**config.mk**
```make
export PLATFORM = sky130hd
export DESIGN_NAME = bsh_core
export DESIGN_NICKNAME = d
export VERILOG_FILES = /design/src/rtl/bsh_pkg.sv /design/src/rtl/bsh_bitrev.sv /design/src/rtl/bsh_rnet.sv /design/src/rtl/bsh_core.sv
export SDC_FILE = /design/constraint.sdc
export NUM_CORES = 1
export LEC_CHECK = 0
export ABC_AREA = 0
export ABC_CLOCK_PERIOD_IN_PS = 3900
export BUFFER_PORTS_ARGS = -buffer_cell sky130_fd_sc_hd__buf_2
export CAP_MARGIN = 20
export CORE_MARGIN = 2
export CORE_UTILIZATION = 34
export CTS_BUF_LIST = sky130_fd_sc_hd__clkbuf_4 sky130_fd_sc_hd__clkbuf_8 sky130_fd_sc_hd__clkbuf_16
export CTS_CLUSTER_DIAMETER = 40
export DETAILED_ROUTE_END_ITERATION = 10
export HOLD_SLACK_MARGIN = 0.03
export PLACE_DENSITY = 0.51
export SETUP_SLACK_MARGIN = 0.5
export SLEW_MARGIN = 40
export SYNTH_ARGS = -nofsm -noshare
export SYNTH_HDL_FRONTEND = slang
export SYNTH_SLANG_ARGS = --single-unit
```
**constraint.sdc**
```tcl
create_clock -name clk -period 3.9 [get_ports clk]
set_input_delay 0.39 -clock clk [delete_from_list [all_inputs] [get_ports clk]]
set_output_delay 0.39 -clock clk [all_outputs]
set_load 0.02 [all_outputs]
```
**src/rtl/bsh_pkg.sv**
```systemverilog
package bsh_pkg;
  typedef enum logic [1:0] {
    SH_LOG  = 2'b00,
    SH_ARI  = 2'b01,
    SH_ROT  = 2'b10,
    SH_PASS = 2'b11
  } sh_kind_e;
endpackage

```
**src/rtl/bsh_bitrev.sv**
```systemverilog
module bsh_bitrev #(
  parameter int W = 32
) (
  input  logic [W-1:0] a,
  output logic [W-1:0] y
);
  for (genvar i = 0; i < W; i++) begin : g_rev
    assign y[i] = a[W-1-i];
  end
endmodule

```
**src/rtl/bsh_rnet.sv**
```systemverilog
// Logarithmic right-moving network: stage s moves by 2**s when n[s] is set.
module bsh_rnet #(
  parameter int W  = 32,
  parameter int SW = 5
) (
  input  logic [W-1:0]  d,
  input  logic [SW-1:0] n,
  input  logic          wrap,
  input  logic          fill,
  output logic [W-1:0]  q
);
  logic [SW:0][W-1:0] lvl;

  assign lvl[0] = d;

  for (genvar s = 0; s < SW; s++) begin : g_stage
    localparam int K = 1 << s;
    for (genvar i = 0; i < W; i++) begin : g_bit
      if (i + K < W) begin : g_in
        assign lvl[s+1][i] = n[s] ? lvl[s][i+K] : lvl[s][i];
      end else begin : g_edge
        assign lvl[s+1][i] = n[s] ? (wrap ? lvl[s][i+K-W] : fill) : lvl[s][i];
      end
    end
  end

  assign q = lvl[SW];
endmodule

```
**src/rtl/bsh_core.sv**
```systemverilog
module bsh_core #(
  parameter int W       = 32,
  parameter bit REG_OUT = 1'b1
) (
  input  logic                   clk,
  input  logic                   rst,
  input  logic [W-1:0]           din,
  input  logic [1:0]             kind,
  input  logic [$clog2(W):0]     amt,
  output logic [W-1:0]           dout
);
  import bsh_pkg::*;

  localparam int SW = $clog2(W);
  localparam int AW = SW + 1;

  sh_kind_e          k;
  logic              neg;
  logic [AW-1:0]     mag;
  logic              full;
  logic              wrap;
  logic              fill;
  logic [W-1:0]      din_rev;
  logic [W-1:0]      net_in;
  logic [W-1:0]      net_out;
  logic [W-1:0]      out_rev;
  logic [W-1:0]      moved;
  logic [W-1:0]      res;

  assign k    = sh_kind_e'(kind);
  assign neg  = amt[AW-1];
  assign mag  = neg ? (~amt + 1'b1) : amt;
  // Magnitude equal to W only arises for the most negative code.
  assign full = mag[SW];
  assign wrap = (k == SH_ROT);
  assign fill = (k == SH_ARI) && !neg && din[W-1];

  bsh_bitrev #(.W(W)) u_rev_in  (.a(din),     .y(din_rev));

  assign net_in = neg ? din_rev : din;

  bsh_rnet #(.W(W), .SW(SW)) u_net (
    .d    (net_in),
    .n    (mag[SW-1:0]),
    .wrap (wrap),
    .fill (fill),
    .q    (net_out)
  );

  bsh_bitrev #(.W(W)) u_rev_out (.a(net_out), .y(out_rev));

  assign moved = neg ? out_rev : net_out;

  always_comb begin
    if (k == SH_PASS)      res = din;
    else if (full && !wrap) res = '0;
    else                   res = moved;
  end

  if (REG_OUT) begin : g_reg
    always_ff @(posedge clk) begin
      if (rst) dout <= '0;
      else     dout <= res;
    end
  end else begin : g_comb
    assign dout = res;
  end
endmodule

```
==> results.ini, run 1 <==
[power]
p_per_area_nw_per_um2=347
ir_drop_v=0.000160
p_leak_nw=2.08
fin_total_pwr_mw=1.80

[sta]
finalSetupViolCount=0
max_freq_mhz=330
tightest_slew_ps=865
finalCriticalPeriod_ps=3030
fin_crit_sh_pct=77.8
hold_viol_final=0
rsz0062_at_grt=no
holdWs_ps=405
setup_tns_ps=0
slew_violations=0
max_slew_margin_pct=42.1

[global_route]
antenna_found_initial=0
gr-total-overflow=0
grt_pass1_vias=4966
grt_max_degree=74
grt_pass1_wl_mm=30.3
grtUsageTotal_pct=27.8

[cts]
holdBufCountCts=0
post_cts_resized=0
cts.clk_slew.worst_paths_ps=50
cts_tree=built
cts.sinks=32
cts_htree_levels=2
post_cts_buffers=0
root_buffer=clkbuf_16
cts-buffers-inserted=5
cts_buffer_depth=2

[yosys]
synth-async-reset-ratio_pct=0
yosysWarningCount=0
synth.avg_cell_area_um2=7.75
yosysSeqAreaShare_pct=14.1
synth_seq_cells=32
syn-cell-area_um2=4560
syn_nets=631
ys_types=67
syn_inst=588
synth_edf_count=0
synth_ff_type=dfxtp_1

[die]
die_area_um2=14300
start_util_pct=34.7
die_w_um=120
placeableCoreArea_um2=13100
io_pins=74
die_y_um=120
row_count=42

[placement]
place_hpwl_mm=15.7
gp_congestion=0.939
io_buffers=73
placed_cells=797

[route]
drt-total-wl_mm=20.5
drt_pass1_iterations=6
vias_per_cell=6.63
drc=0
num_vias=5338
drt-initial-drc-count=793
ant_nets=0
post_drt_wl_per_cell_um=25.5

[cells_and_area]
drive_gt1_share_pct=22.7
regMostFlops=dout
top_regs=dout x32
num-fill-cells=1412
area_growth_pct=13.9
n_antenna_cell=0
largest_reg_flops=32
nNetsFinal=671
final_cells=805

[worst_hold_path]
hold_path_class=in -> reg

[worst_setup_path]
end_kind=flip-flop
critPathLaunchType=primary input
path_max_fanout=10
crit_arrival_ps=3240
worstPathRequired_ps=4100
critPathKind=in -> reg

[run]
max_cap_viol_count=0

[outcome]
status=finished, final reports clean

-- critical path, cell delays in order --
cell and delay, ps:
buf_2 200, inv_1 80, ha_1 370, nand2b_1 480, o32ai_1 360, or2_0 280, mux4_2 510, mux2i_1 280
a32oi_1 170, o21ai_1 120
-- cell usage after synthesis, types with 2 or more instances --
master    count  share of area (%)
nand2b_1      4               0.55
o32a_1        3               0.66
xnor2_1       6                1.2
mux2_2       16                4.0
a211oi_1     10                1.6
or2_0         5               0.69
or3_1         2               0.27
nand2_1      53                4.4
buf_2        17                1.9
o211ai_1      8                1.3
o22ai_1      17                2.3
or2_1         7               0.96
a22o_1       31                6.0
a221oi_2      2               0.66
nor4_1        6               0.82
a221o_1       4               0.88
o32ai_1       3               0.58
a311oi_1      3               0.58
a32oi_1       7                1.3
o21bai_1      2               0.33
a21oi_1      38                4.2
o21a_1        2               0.33
or2_2         2               0.27
nor2b_1       8                1.1
nor3_1       32                3.5
a32o_1        4               0.88
mux4_2       13                6.4
o221ai_1     13                2.5
dfxtp_1      32                 14
a221oi_1      6                1.2
nand3_1       6               0.66
and2_1        6               0.82
inv_1         3               0.25
nor2_1       39                3.2
o21ai_1      13                1.4
o21ai_0      11                1.2
mux2i_1      52                 11
buf_4         6               0.99
buf_6         5                1.2
o22a_1        2               0.38
o31ai_1       8                1.3
a22oi_1      20                3.3
clkbuf_1     28                2.3
a31oi_1       8                1.1
a21o_1        3               0.49
-- stage by stage --
step | worst slack [ps] | util [%] | cell area (µm²)
3_5_place_dp | 618 | 38.3 | 5030
4_1_cts | 912 | 39.5 | 5190
6_report | 867 | 39.5 | 5190
5_1_grt | 681 | 39.5 | 5190
3_3_place_gp | 438 | 38.3 | 5030
2_1_floorplan | 958 | - | 4560
-- cells in the final DEF, fill, tap and decap left out, types with 6 or more instances in the layout --
master	synthesis	final
nand3_1	6	6
mux2_2	16	16
dfxtp_1	32	32
o21ai_1	13	13
a21oi_1	38	38
o31ai_1	8	8
a221oi_1	6	6
a31oi_1	8	8
o211ai_1	8	8
nor3_1	32	32
nor4_1	6	6
mux2i_1	52	52
buf_2	17	72
o21ai_0	11	11
o221ai_1	13	13
mux4_2	13	13
nor2_1	39	38
o22ai_1	17	17
a22oi_1	20	20
buf_4	6	16
nand2_1	53	53
a211oi_1	10	10
a22o_1	31	31
nor2b_1	8	8
a32oi_1	7	7
or2_1	7	7
-- final timing paths --
kind / startpoint / end / slack, ps / cells after the start
hold / removal: din[28] / dout[28]$_SDFF_PP0_ / 400 / 3
setup / recovery: amt[1] / dout[31]$_SDFF_PP0_ / 870 / 10
-- per-layer routing --
metal	global-route usage, %	part of all wire, %	up-vias
li1	-	-	2404
met1	38.4	42	2556
met2	43.3	44	327
met3	5.42	11	51
met4	9.78	3.4	0
met5	0	0	-
-- power by group --
| group | internal, mW | switching (mW) |
|---|---|---|
| Sequential | 0.373 | 0.00990 |
| Combinational | 0.364 | 0.654 |
| Clock | 0.268 | 0.133 |
| Total | 1.01 | 0.797 |
-- cells by family (layout without fill, tap and decap cells) --
family	count (synthesis)	in the layout	synth area share (%)
compound gates	229	229	37.1
simple gates	176	176	18.2
mux	81	81	21.8
buf+inv	61	102	6.81
flops	32	32	14.1
xor+xnor	8	8	1.70
fa+ha+maj	1	1	0.275
-- layout make-up --
class                           count  area, µm²  share of cell area [%]
Tap cell                          176        220                    4.25
Inverter                            4       15.0                   0.289
Timing Repair Buffer               90        520                    10.0
Multi-Input combinational cell    495       3640                    70.1
Clock buffer                        8        154                    2.97
Sequential cell                    32        641                    12.3
Note: power is estimated with default switching activity, not from simulation.
==> inputs of run 2 (changes only) <==
--- a/config.mk
+++ b/config.mk
@@ -6,7 +6,7 @@
 export NUM_CORES = 1
 export LEC_CHECK = 0
 export ABC_AREA = 0
-export ABC_CLOCK_PERIOD_IN_PS = 3900
+export ABC_CLOCK_PERIOD_IN_PS = 2950
 export BUFFER_PORTS_ARGS = -buffer_cell sky130_fd_sc_hd__buf_2
 export CAP_MARGIN = 20
 export CORE_MARGIN = 2
==> constraint.sdc (replaced) <==
create_clock -name clk -period 2.95 [get_ports clk]
set_input_delay 0.295 -clock clk [delete_from_list [all_inputs] [get_ports clk]]
set_output_delay 0.295 -clock clk [all_outputs]
set_load 0.02 [all_outputs]
==> run 2 against run 1 <==
Power rose by 41%. Setup slack got worse by 320 ps. Global-route usage grew 0.38 points. Clock-buffer cell count unchanged. Die area is the same. Sequential share of layout area down 1.2 points. Clock power grew 32%. Sequential power grew 32%. First-iteration DRC count grew 9.7%. Wire length increased by 3.5%. Critical path depth stayed put. Largest cell class unchanged. Largest power group unchanged.
==> results.ini, run 2 (same netlist as run 1, synthesis figures left out) <==
[outcome]
status=finished, final reports clean  ; unchanged

[worst_setup_path]
critPathKind=in -> reg  ; unchanged
end_kind=flip-flop  ; unchanged
critPathLaunchType=primary input  ; unchanged
worstPathBufferInverterCount=3  ; was 2
path_cells=buf_2, buf_6, or2_2, o22ai_1, nor3_1, o32ai_2, buf_4, o21ai_0, a21o_1, a22o_1  ; was buf_2, inv_1, ha_1, nand2b_1, o32ai_1, or2_0, mux4_2, mux2i_1, a32oi_1, o21ai_1
critPathSlowestCell=or2_2  ; was mux4_2
cp_top_family=compound AO/OA/AOI/OAI gates  ; was multiplexers
crit_arrival_ps=2560  ; was 3240 ps
worstPathRequired_ps=3110  ; was 4100 ps
path_max_fanout=14  ; was 10
startpoint=amt[5]  ; was amt[1]
critPathMaxStageDelay_ps=420  ; was 510 ps

[die]
die_area_um2=14300  ; unchanged
die_y_um=120  ; unchanged
row_count=42  ; unchanged
io_pins=74  ; unchanged
placeableCoreArea_um2=13100  ; unchanged
die_w_um=120  ; unchanged
start_util_pct=34.7  ; unchanged

[cells_and_area]
final_area_um2=5770  ; was 5190 µm²
largest_reg_flops=32  ; unchanged
drive_gt1_share_pct=32.0  ; was 22.7%
regMostFlops=dout  ; unchanged
nNetsFinal=705  ; was 671
top_regs=dout x32  ; unchanged
final_cell_mix=72 x buf_2, 52 x nand2_1, 50 x mux2i_1  ; was 72 x buf_2, 53 x nand2_1, 52 x mux2i_1
n_antenna_cell=0  ; unchanged
area_growth_pct=26.7  ; was 13.9%
layout_commonest_cell=buf_2  ; unchanged

[sta]
finalCriticalPeriod_ps=2410
setup_tns_ps=0  ; unchanged
max_freq_mhz=416
rsz0062_at_grt=no  ; unchanged
finalSetupViolCount=0  ; unchanged
fin_crit_sh_pct=81.5
fin_ws_ps=544  ; was 867 ps
hold_viol_final=0  ; unchanged
slew_violations=0  ; unchanged
tightest_slew_ps=716  ; was 865 ps
max_slew_margin_pct=52.1  ; was 42.1%

[route]
wl_met2_mm=9.48  ; was 8.93 mm
vias_per_cell=6.70  ; was 6.63
met3_length_mm=2.17  ; was 2.18 mm
top_layer=met4  ; unchanged
post_drt_wl_per_cell_um=25.3  ; was 25.5 µm
ant_nets=0  ; unchanged
num_vias=5623  ; was 5338
drt-total-wl_mm=21.2  ; was 20.5 mm
drt-initial-drc-count=870  ; was 793
wl_met1_mm=8.72  ; was 8.70 mm
drt_pass1_iterations=6  ; unchanged
drc=0  ; unchanged

[global_route]
grt_pass1_wl_mm=30.7  ; was 30.3 mm
gr-total-overflow=0  ; unchanged
grtUsageTotal_pct=28.2  ; was 27.8%
grt_max_degree=68  ; was 74
antenna_found_initial=0  ; unchanged
grt_pass1_vias=5071  ; was 4966

[cts]
cts-buffers-inserted=5  ; unchanged
cts_buffer_depth=2  ; unchanged
cts.clk_slew.worst_paths_ps=50  ; about the same
cts.sinks=32  ; unchanged
holdBufCountCts=0  ; unchanged
root_buffer=clkbuf_16  ; unchanged
cts_htree_levels=2  ; unchanged
cts_tree=built  ; unchanged

[placement]
dp_slack_ps=73.6  ; was 618 ps
place_hpwl_mm=15.9  ; was 15.7 mm
gp_congestion=1.01  ; was 0.939
io_buffers=73  ; unchanged
place_area_um2=5300  ; was 5030 µm²

[power]
p_leak_nw=2.34  ; was 2.08 nW
ir_drop_v=0.000162  ; was 0.000160 V
p_per_area_nw_per_um2=441  ; was 347 nW/µm²

[worst_hold_path]
min_from=din[3]  ; was din[28]
hold_path_class=in -> reg  ; unchanged

[run]
max_cap_viol_count=0  ; unchanged

[run 2: area by class of cell]
cell class                      instances  area [µm²]
Fill cell                            1362        7370
Multi-Input combinational cell        495        3840
Timing Repair Buffer                  124         901
Sequential cell                        32         641
Tap cell                              176         220
Clock buffer                            8         154
Inverter                                4        17.5
[run 2: what timing repair did]
action                     in CTS  in global routing
pin swaps                       0                 11
setup buffers                   0                  6
setup endpoints to repair       7                 32
gates cloned                    0                  3
gates resized for setup         5                 40
[run 2: path summary, 6_finish.rpt]
| check | endpoint | slack (ps) | depth (start not counted) |
|---|---|---|---|
| worst max-delay path | dout[9]$_SDFF_PP0_ | 540 | 10 |
| worst min-delay path | dout[3]$_SDFF_PP0_ | 300 | 3 |
[run 2: routing by layer]
metal / vias up / global-route usage (%)
li1: 2482 / -
met1: 2705 / 38.6
met2: 379 / 43.0
met3: 57 / 5.66
met4: 0 / 12.3
met5: - / 0
[run 2: report_power, final]
group	total (mW)	leakage (nW)	internal [mW]	switching [mW]
sequential	0.506	0.266	0.494	0.0128
clock	0.530	0.0780	0.354	0.176
combinational	1.51	2.00	0.590	0.921
[run 2: through the flow]
| stage | hold WS, ps | power, mW | util (%) | instances |
|---|---|---|---|---|
| 2_1_floorplan | 398 | 1.44 | - | 588 |
| 3_3_place_gp | 587 | 1.88 | 40.3 | 822 |
| 3_5_place_dp | 595 | 1.90 | 40.3 | 822 |
| 4_1_cts | 306 | 2.44 | 41.7 | 830 |
| 5_1_grt | 321 | 2.66 | 43.9 | 839 |
| 6_report | 303 | 2.55 | 43.9 | 839 |
